### src/rtl/mul_acc_unit.sv
module mul_acc_unit #(
  parameter int WIDTH   = 32,
  parameter int LATENCY = 3
) (
  input  logic             clk,
  input  logic             rst_n,
  input  logic             start,
  input  logic [3:0]       op_sel,
  input  logic             set_flags,
  input  logic [WIDTH-1:0] src_a,
  input  logic [WIDTH-1:0] src_b,
  input  logic [WIDTH-1:0] acc_hi,
  input  logic [WIDTH-1:0] acc_lo,
  output logic             busy,
  output logic             done,
  output logic             illegal,
  output logic [WIDTH-1:0] res_lo,
  output logic [WIDTH-1:0] res_hi,
  output logic             flag_n,
  output logic             flag_z,
  output logic             flag_c,
  output logic             flag_v
);
  localparam int DW = 2 * WIDTH;
  localparam int CW = (LATENCY > 1) ? $clog2(LATENCY) : 1;
  localparam logic [3:0] OP_MUL32  = 4'h0;
  localparam logic [3:0] OP_MAC32  = 4'h1;
  localparam logic [3:0] OP_UMUL64 = 4'h4;
  localparam logic [3:0] OP_SMUL64 = 4'h6;
  localparam logic [3:0] OP_UMAC64 = 4'h7;

  logic [3:0]       op_q;
  logic             sf_q;
  logic [WIDTH-1:0] a_q, b_q, hi_q, lo_q;
  logic [CW-1:0]    cnt;

  logic legal;
  assign legal = (op_sel == OP_MUL32) || (op_sel == OP_MAC32) || (op_sel == OP_UMUL64) ||
                 (op_sel == OP_SMUL64) || (op_sel == OP_UMAC64);

  logic long_q, sgn;
  assign long_q = (op_q == OP_UMUL64) || (op_q == OP_SMUL64) || (op_q == OP_UMAC64);
  assign sgn    = (op_q == OP_SMUL64);

  logic [DW-1:0] ext_a, ext_b, prod, acc, sum;
  assign ext_a = {{WIDTH{sgn & a_q[WIDTH-1]}}, a_q};
  assign ext_b = {{WIDTH{sgn & b_q[WIDTH-1]}}, b_q};
  assign prod  = ext_a * ext_b;
  assign acc   = (op_q == OP_UMAC64) ? {hi_q, lo_q} :
                 (op_q == OP_MAC32)  ? {{WIDTH{1'b0}}, lo_q} : '0;
  assign sum   = prod + acc;

  logic nxt_n, nxt_z;
  assign nxt_n = long_q ? sum[DW-1] : sum[WIDTH-1];
  assign nxt_z = long_q ? (sum == '0) : (sum[WIDTH-1:0] == '0);

  always_ff @(posedge clk or negedge rst_n) begin
    if (!rst_n) begin
      busy <= 1'b0; done <= 1'b0; illegal <= 1'b0;
      res_lo <= '0; res_hi <= '0;
      flag_n <= 1'b0; flag_z <= 1'b0; flag_c <= 1'b0; flag_v <= 1'b0;
      op_q <= '0; sf_q <= 1'b0; cnt <= '0;
      a_q <= '0; b_q <= '0; hi_q <= '0; lo_q <= '0;
    end else begin
      done    <= 1'b0;
      illegal <= 1'b0;
      if (busy) begin
        if (cnt == '0) begin
          busy   <= 1'b0;
          done   <= 1'b1;
          res_lo <= sum[WIDTH-1:0];
          if (long_q) res_hi <= sum[DW-1:WIDTH];
          if (sf_q) begin
            flag_n <= nxt_n;
            flag_z <= nxt_z;
            if (long_q) begin
              flag_c <= 1'b1;
              flag_v <= 1'b1;
            end
          end
        end else begin
          cnt <= cnt - 1'b1;
        end
      end else if (start) begin
        if (legal) begin
          busy <= 1'b1;
          cnt  <= CW'(LATENCY - 1);
          op_q <= op_sel; sf_q <= set_flags;
          a_q  <= src_a;  b_q  <= src_b;
          hi_q <= acc_hi; lo_q <= acc_lo;
        end else begin
          illegal <= 1'b1;
        end
      end
    end
  end

  a_r9_done_single: assert property (@(posedge clk) disable iff (!rst_n)
    done |=> !done);
  a_r9_busy_ends_in_done: assert property (@(posedge clk) disable iff (!rst_n)
    $fell(busy) |-> done);
  a_r8_illegal_alone: assert property (@(posedge clk) disable iff (!rst_n)
    illegal |-> (!done && !busy));
  a_r10_results_quiet: assert property (@(posedge clk) disable iff (!rst_n)
    !done |-> ($stable(res_lo) && $stable(res_hi) && $stable(flag_n) && $stable(flag_z)
               && $stable(flag_c) && $stable(flag_v)));
  a_r7_cv_hold_short: assert property (@(posedge clk) disable iff (!rst_n)
    (done && !long_q) |-> ($stable(flag_c) && $stable(flag_v)));
  a_r6_nz_hold_noflags: assert property (@(posedge clk) disable iff (!rst_n)
    (done && !sf_q) |-> ($stable(flag_n) && $stable(flag_z)));
endmodule

### config.mk
export PLATFORM = sky130hd
export DESIGN_NAME = mul_acc_unit
export DESIGN_NICKNAME = d
export VERILOG_FILES = /design/src/rtl/mul_acc_unit.sv
export SDC_FILE = /design/constraint.sdc
export NUM_CORES = 2
export LEC_CHECK = 0
export ABC_AREA = 1
export BUFFER_PORTS_ARGS = -buffer_cell sky130_fd_sc_hd__clkbuf_2
export CAP_MARGIN = 20
export CORE_MARGIN = 2
export CORE_UTILIZATION = 55
export DETAILED_ROUTE_END_ITERATION = 10
export GPL_TIMING_DRIVEN = 0
export PLACE_DENSITY_LB_ADDON = 0.15
export SYNTH_ARGS = -nofsm -noshare
export SYNTH_HDL_FRONTEND = slang
export SYNTH_SLANG_ARGS = --single-unit
### constraint.sdc
create_clock -name clk -period 10.45 [get_ports clk]
set_input_delay 0.5225 -clock clk [delete_from_list [all_inputs] [get_ports clk]]
set_output_delay 0.5225 -clock clk [all_outputs]
set_load 0.005 [all_outputs]
==> flow_metrics.env <==
export IMPL_dp_hpwl_um=156000
export IMPL_status="finished clean"
export IMPL_hp_class="in -> reg"
export IMPL_crit_fanout=14
export IMPL_drv_slew=0
export IMPL_hold_violations=0
export IMPL_synthesis_nets=7793
export IMPL_synth_seq_cells=205
export IMPL_async_flop_share_pct=100
export IMPL_gp_congestion=1.04
export IMPL_clock_fmax_mhz=99.3
export IMPL_timing_rr_end="flag_z"
export IMPL_drv_cap=0
export IMPL_critPathKind="reg -> reg"
export IMPL_die_w_um=308
export IMPL_rsz0062_at_grt="no"
export IMPL_r2r_slack_ps=380
export IMPL_grt_max_degree=99
export IMPL_yosys_area_top_type="fa_1"
export IMPL_yosysUniqueCellTypes=41
export IMPL_wire_per_inst_um=23.0
export IMPL_cts_inserted_buffers=26
export IMPL_cts_tree="done"
export IMPL_ys_top_cells_by_area="fa_1 48%, inv_1 13%, nand2_1 12%, dfrtp_1 10%, ha_1 5.6%"
export IMPL_period_share_pct=96.3
export IMPL_drtPass1Iterations=6
export IMPL_wl_um=176000
export IMPL_clk_pin_slew_ps=70
export IMPL_holdWs_ps=136
export IMPL_num_vias=40500
export IMPL_fill_cells=8581
export IMPL_start_util_pct=55.6
export IMPL_synth_warnings=0
export IMPL_worst_pin_slew_ps=1240
export IMPL_startpoint="op_q[3]"
export IMPL_root_buffer="clkbuf_16"
export IMPL_die_h_um=308
export IMPL_cts_num_sinks=205
export IMPL_antenna_found_initial=3
export IMPL_ys_seq_area_share_pct=10.1
export IMPL_coreArea_sq_mm=0.0917
export IMPL_seqCellArea_sq_mm=0.00513
export IMPL_post_route_util_pct=59.6
export IMPL_end_kind="register"
export IMPL_reg2reg_depth=33
export IMPL_clockBufferDepth=3
export IMPL_worstPathRequired_ps=11000
export IMPL_cp_num_cells=33
export IMPL_fp_row_count=111
export IMPL_grt_overflow_total=0
export IMPL_max_stage_delay_ps=860
export IMPL_drc=0
export IMPL_synth_edff_count=0
export IMPL_grt_pass1_vias=42600
export IMPL_whs_path_depth=2
export IMPL_slowest_stage="fa_2"
export IMPL_drive_above_1_share_pct=5.91
export IMPL_insertion_delay_ps=610
export IMPL_multiInputGateArea_sq_mm=0.0381
export IMPL_area_growth_pct=7.18
export IMPL_drt_iter0_markers=3485
export IMPL_critPathTopFamily="adder cells"
export IMPL_synthTopCellsByCount="1752 x inv_1, 1671 x nand2_1, 1223 x fa_1"
export IMPL_grt_pass1_wl_um=267000
export IMPL_nets=8037
export IMPL_h_tree_depth=1
export IMPL_path_buf_inv=7
export IMPL_detail_route_antenna_nets=0
export IMPL_netlist_area_sq_mm=0.0509
export IMPL_syn_area_per_cell_sq_um=8.21
export IMPL_yosys_area_top_type_share_pct=48.1
export IMPL_crit_end="flag_z"
export IMPL_arrival_ps=10620
export IMPL_max_slew_margin_rel_pct=17.2
export IMPL_ios=207
export IMPL_finalSetupViolCount=0
export IMPL_dieArea_sq_mm=0.0951
export IMPL_fin_crit_ps=10070
export IMPL_r2r_start="op_q[3]"
export IMPL_critPathLaunchType="register"
export IMPL_synthMostInstantiatedCell="inv_1"
export IMPL_synth_ff_type="dfrtp_1"
export IMPL_viasPerCell=5.29
export IMPL_fin_skew_ps=14.4
export IMPL_synthesis_instances=6205
export IMPL_grt_use_total_pct=38.8
export IMPL_crit_path_frequent_cell="nand2_1"
export IMPL_io_buffer_count=206
-- placed cells by master, fill, tap and decap left out, types with 2 or more instances in the layout --
master	instances
inv_1	1750
nand2_1	1671
fa_1	1220
nor2_1	314
clkbuf_1	302
ha_1	229
clkbuf_2	207
dfrtp_1	205
a21oi_1	129
nand3_1	87
o21ai_0	66
mux2_2	66
clkbuf_16	26
nand4_1	24
xnor2_1	22
nor3_1	15
o21bai_1	14
nand2_2	13
nor2_2	12
xor2_1	10
nand3_2	7
nand3b_1	7
or2_2	6
inv_2	5
clkbuf_8	5
clkinv_2	4
bufinv_16	4
buf_16	4
diode_2	3
clkinvlp_4	3
nor4_1	3
a21o_1	3
fa_2	3
buf_4	3
inv_6	3
nor2_4	2
o21ai_1	2
o21a_1	2
nor3_2	2
buf_8	2
-- kinds of logic (layout without fill, tap and decap cells) --
family | after synthesis | in the layout | share of synthesized area, %
AO/OA/AOI/OAI | 223 | 223 | 2.34
flip-flops | 205 | 205 | 10.1
buffers and inverters | 2061 | 2324 | 15.2
AND/OR/NAND/NOR | 2166 | 2166 | 16.7
XOR/XNOR | 32 | 32 | 0.550
multiplexers | 66 | 66 | 1.46
adder cells (fa/ha/maj) | 1452 | 1452 | 53.7
other | 0 | 3 | 0
-- timing repair --
action | CTS | global route
buffers inserted | 2 | 0
cloned | 0 | 0
endpoints found under the hold margin | 22 | 0
setup endpoints to repair | 3 | 1
hold buffers | 1 | 0
resized for setup | 3 | 2
-- sequential cells by signal, summed over array words and instances, names as in the netlist --
| signal | cells |
|---|---|
| a_q | 32 |
| b_q | 32 |
| hi_q | 32 |
| lo_q | 32 |
| res_hi | 32 |
| res_lo | 32 |
| op_q | 4 |
| cnt | 2 |
| busy | 1 |
| done | 1 |
| flag_n | 1 |
| flag_v | 1 |
| flag_z | 1 |
| illegal | 1 |
| sf_q | 1 |
-- area by class of cell --
class / count / share of cell area [%]
buffer: 303 / 2.09
clock inverter: 14 / 0.394
clock buffer: 33 / 1.31
tap: 1186 / 2.72
antenna: 3 / 0.0137
timing repair buffer: 216 / 2.23
multi-input combinational: 3939 / 69.7
inverter: 1758 / 12.1
sequential: 205 / 9.40
-- worst register-to-register path: cells and delay by family, from the launching register on --
| kind | cells | cell delay (ps) |
|---|---|---|
| AOI/OAI and AO/OA | 4 | 860 |
| and+or+nand+nor | 13 | 1920 |
| buffers and inverters | 7 | 1740 |
| adders and majority gates | 9 | 4910 |
| DFF | 1 | 570 |
-- stage by stage --
stage                     cells  worst slack (ps)  area [sq um]  setup TNS [ps]
after floorplan            6205              2340         50900               0
after global placement     7597              -520         53500            -782
after detailed placement   7601              -414         53600            -492
after CTS                  7651              5.65         54500               0
after global routing       7654              48.8         54600               0
final                      7657               382         54600               0
-- metal layers --
layer / vias up / GRT usage [%] / wire length [um]
met1: 20500 / 52.3 / 69800
li1: 17800 / - / -
met2: 1856 / 59.0 / 77500
met3: 361 / 10.4 / 19200
met5: - / 0 / 12
met4: 2 / 17.5 / 9620
-- worst min-delay path by stage --
| stage | startpoint | end | slack (ps) |
|---|---|---|---|
| after floorplan | rst_n | a_q[0] | 230 |
| after global placement | res_lo[11] | res_lo[11] | 470 |
| after detailed placement | rst_n | res_lo[30] | 420 |
| after CTS | src_a[31] | a_q[31] | 110 |
| after global routing | src_b[20] | b_q[20] | 130 |
| final | src_b[20] | b_q[20] | 140 |
Power is left out: the tool's default activity adds up to more than one toggle a clock period on the data nets, which glitch-free logic cannot reach.
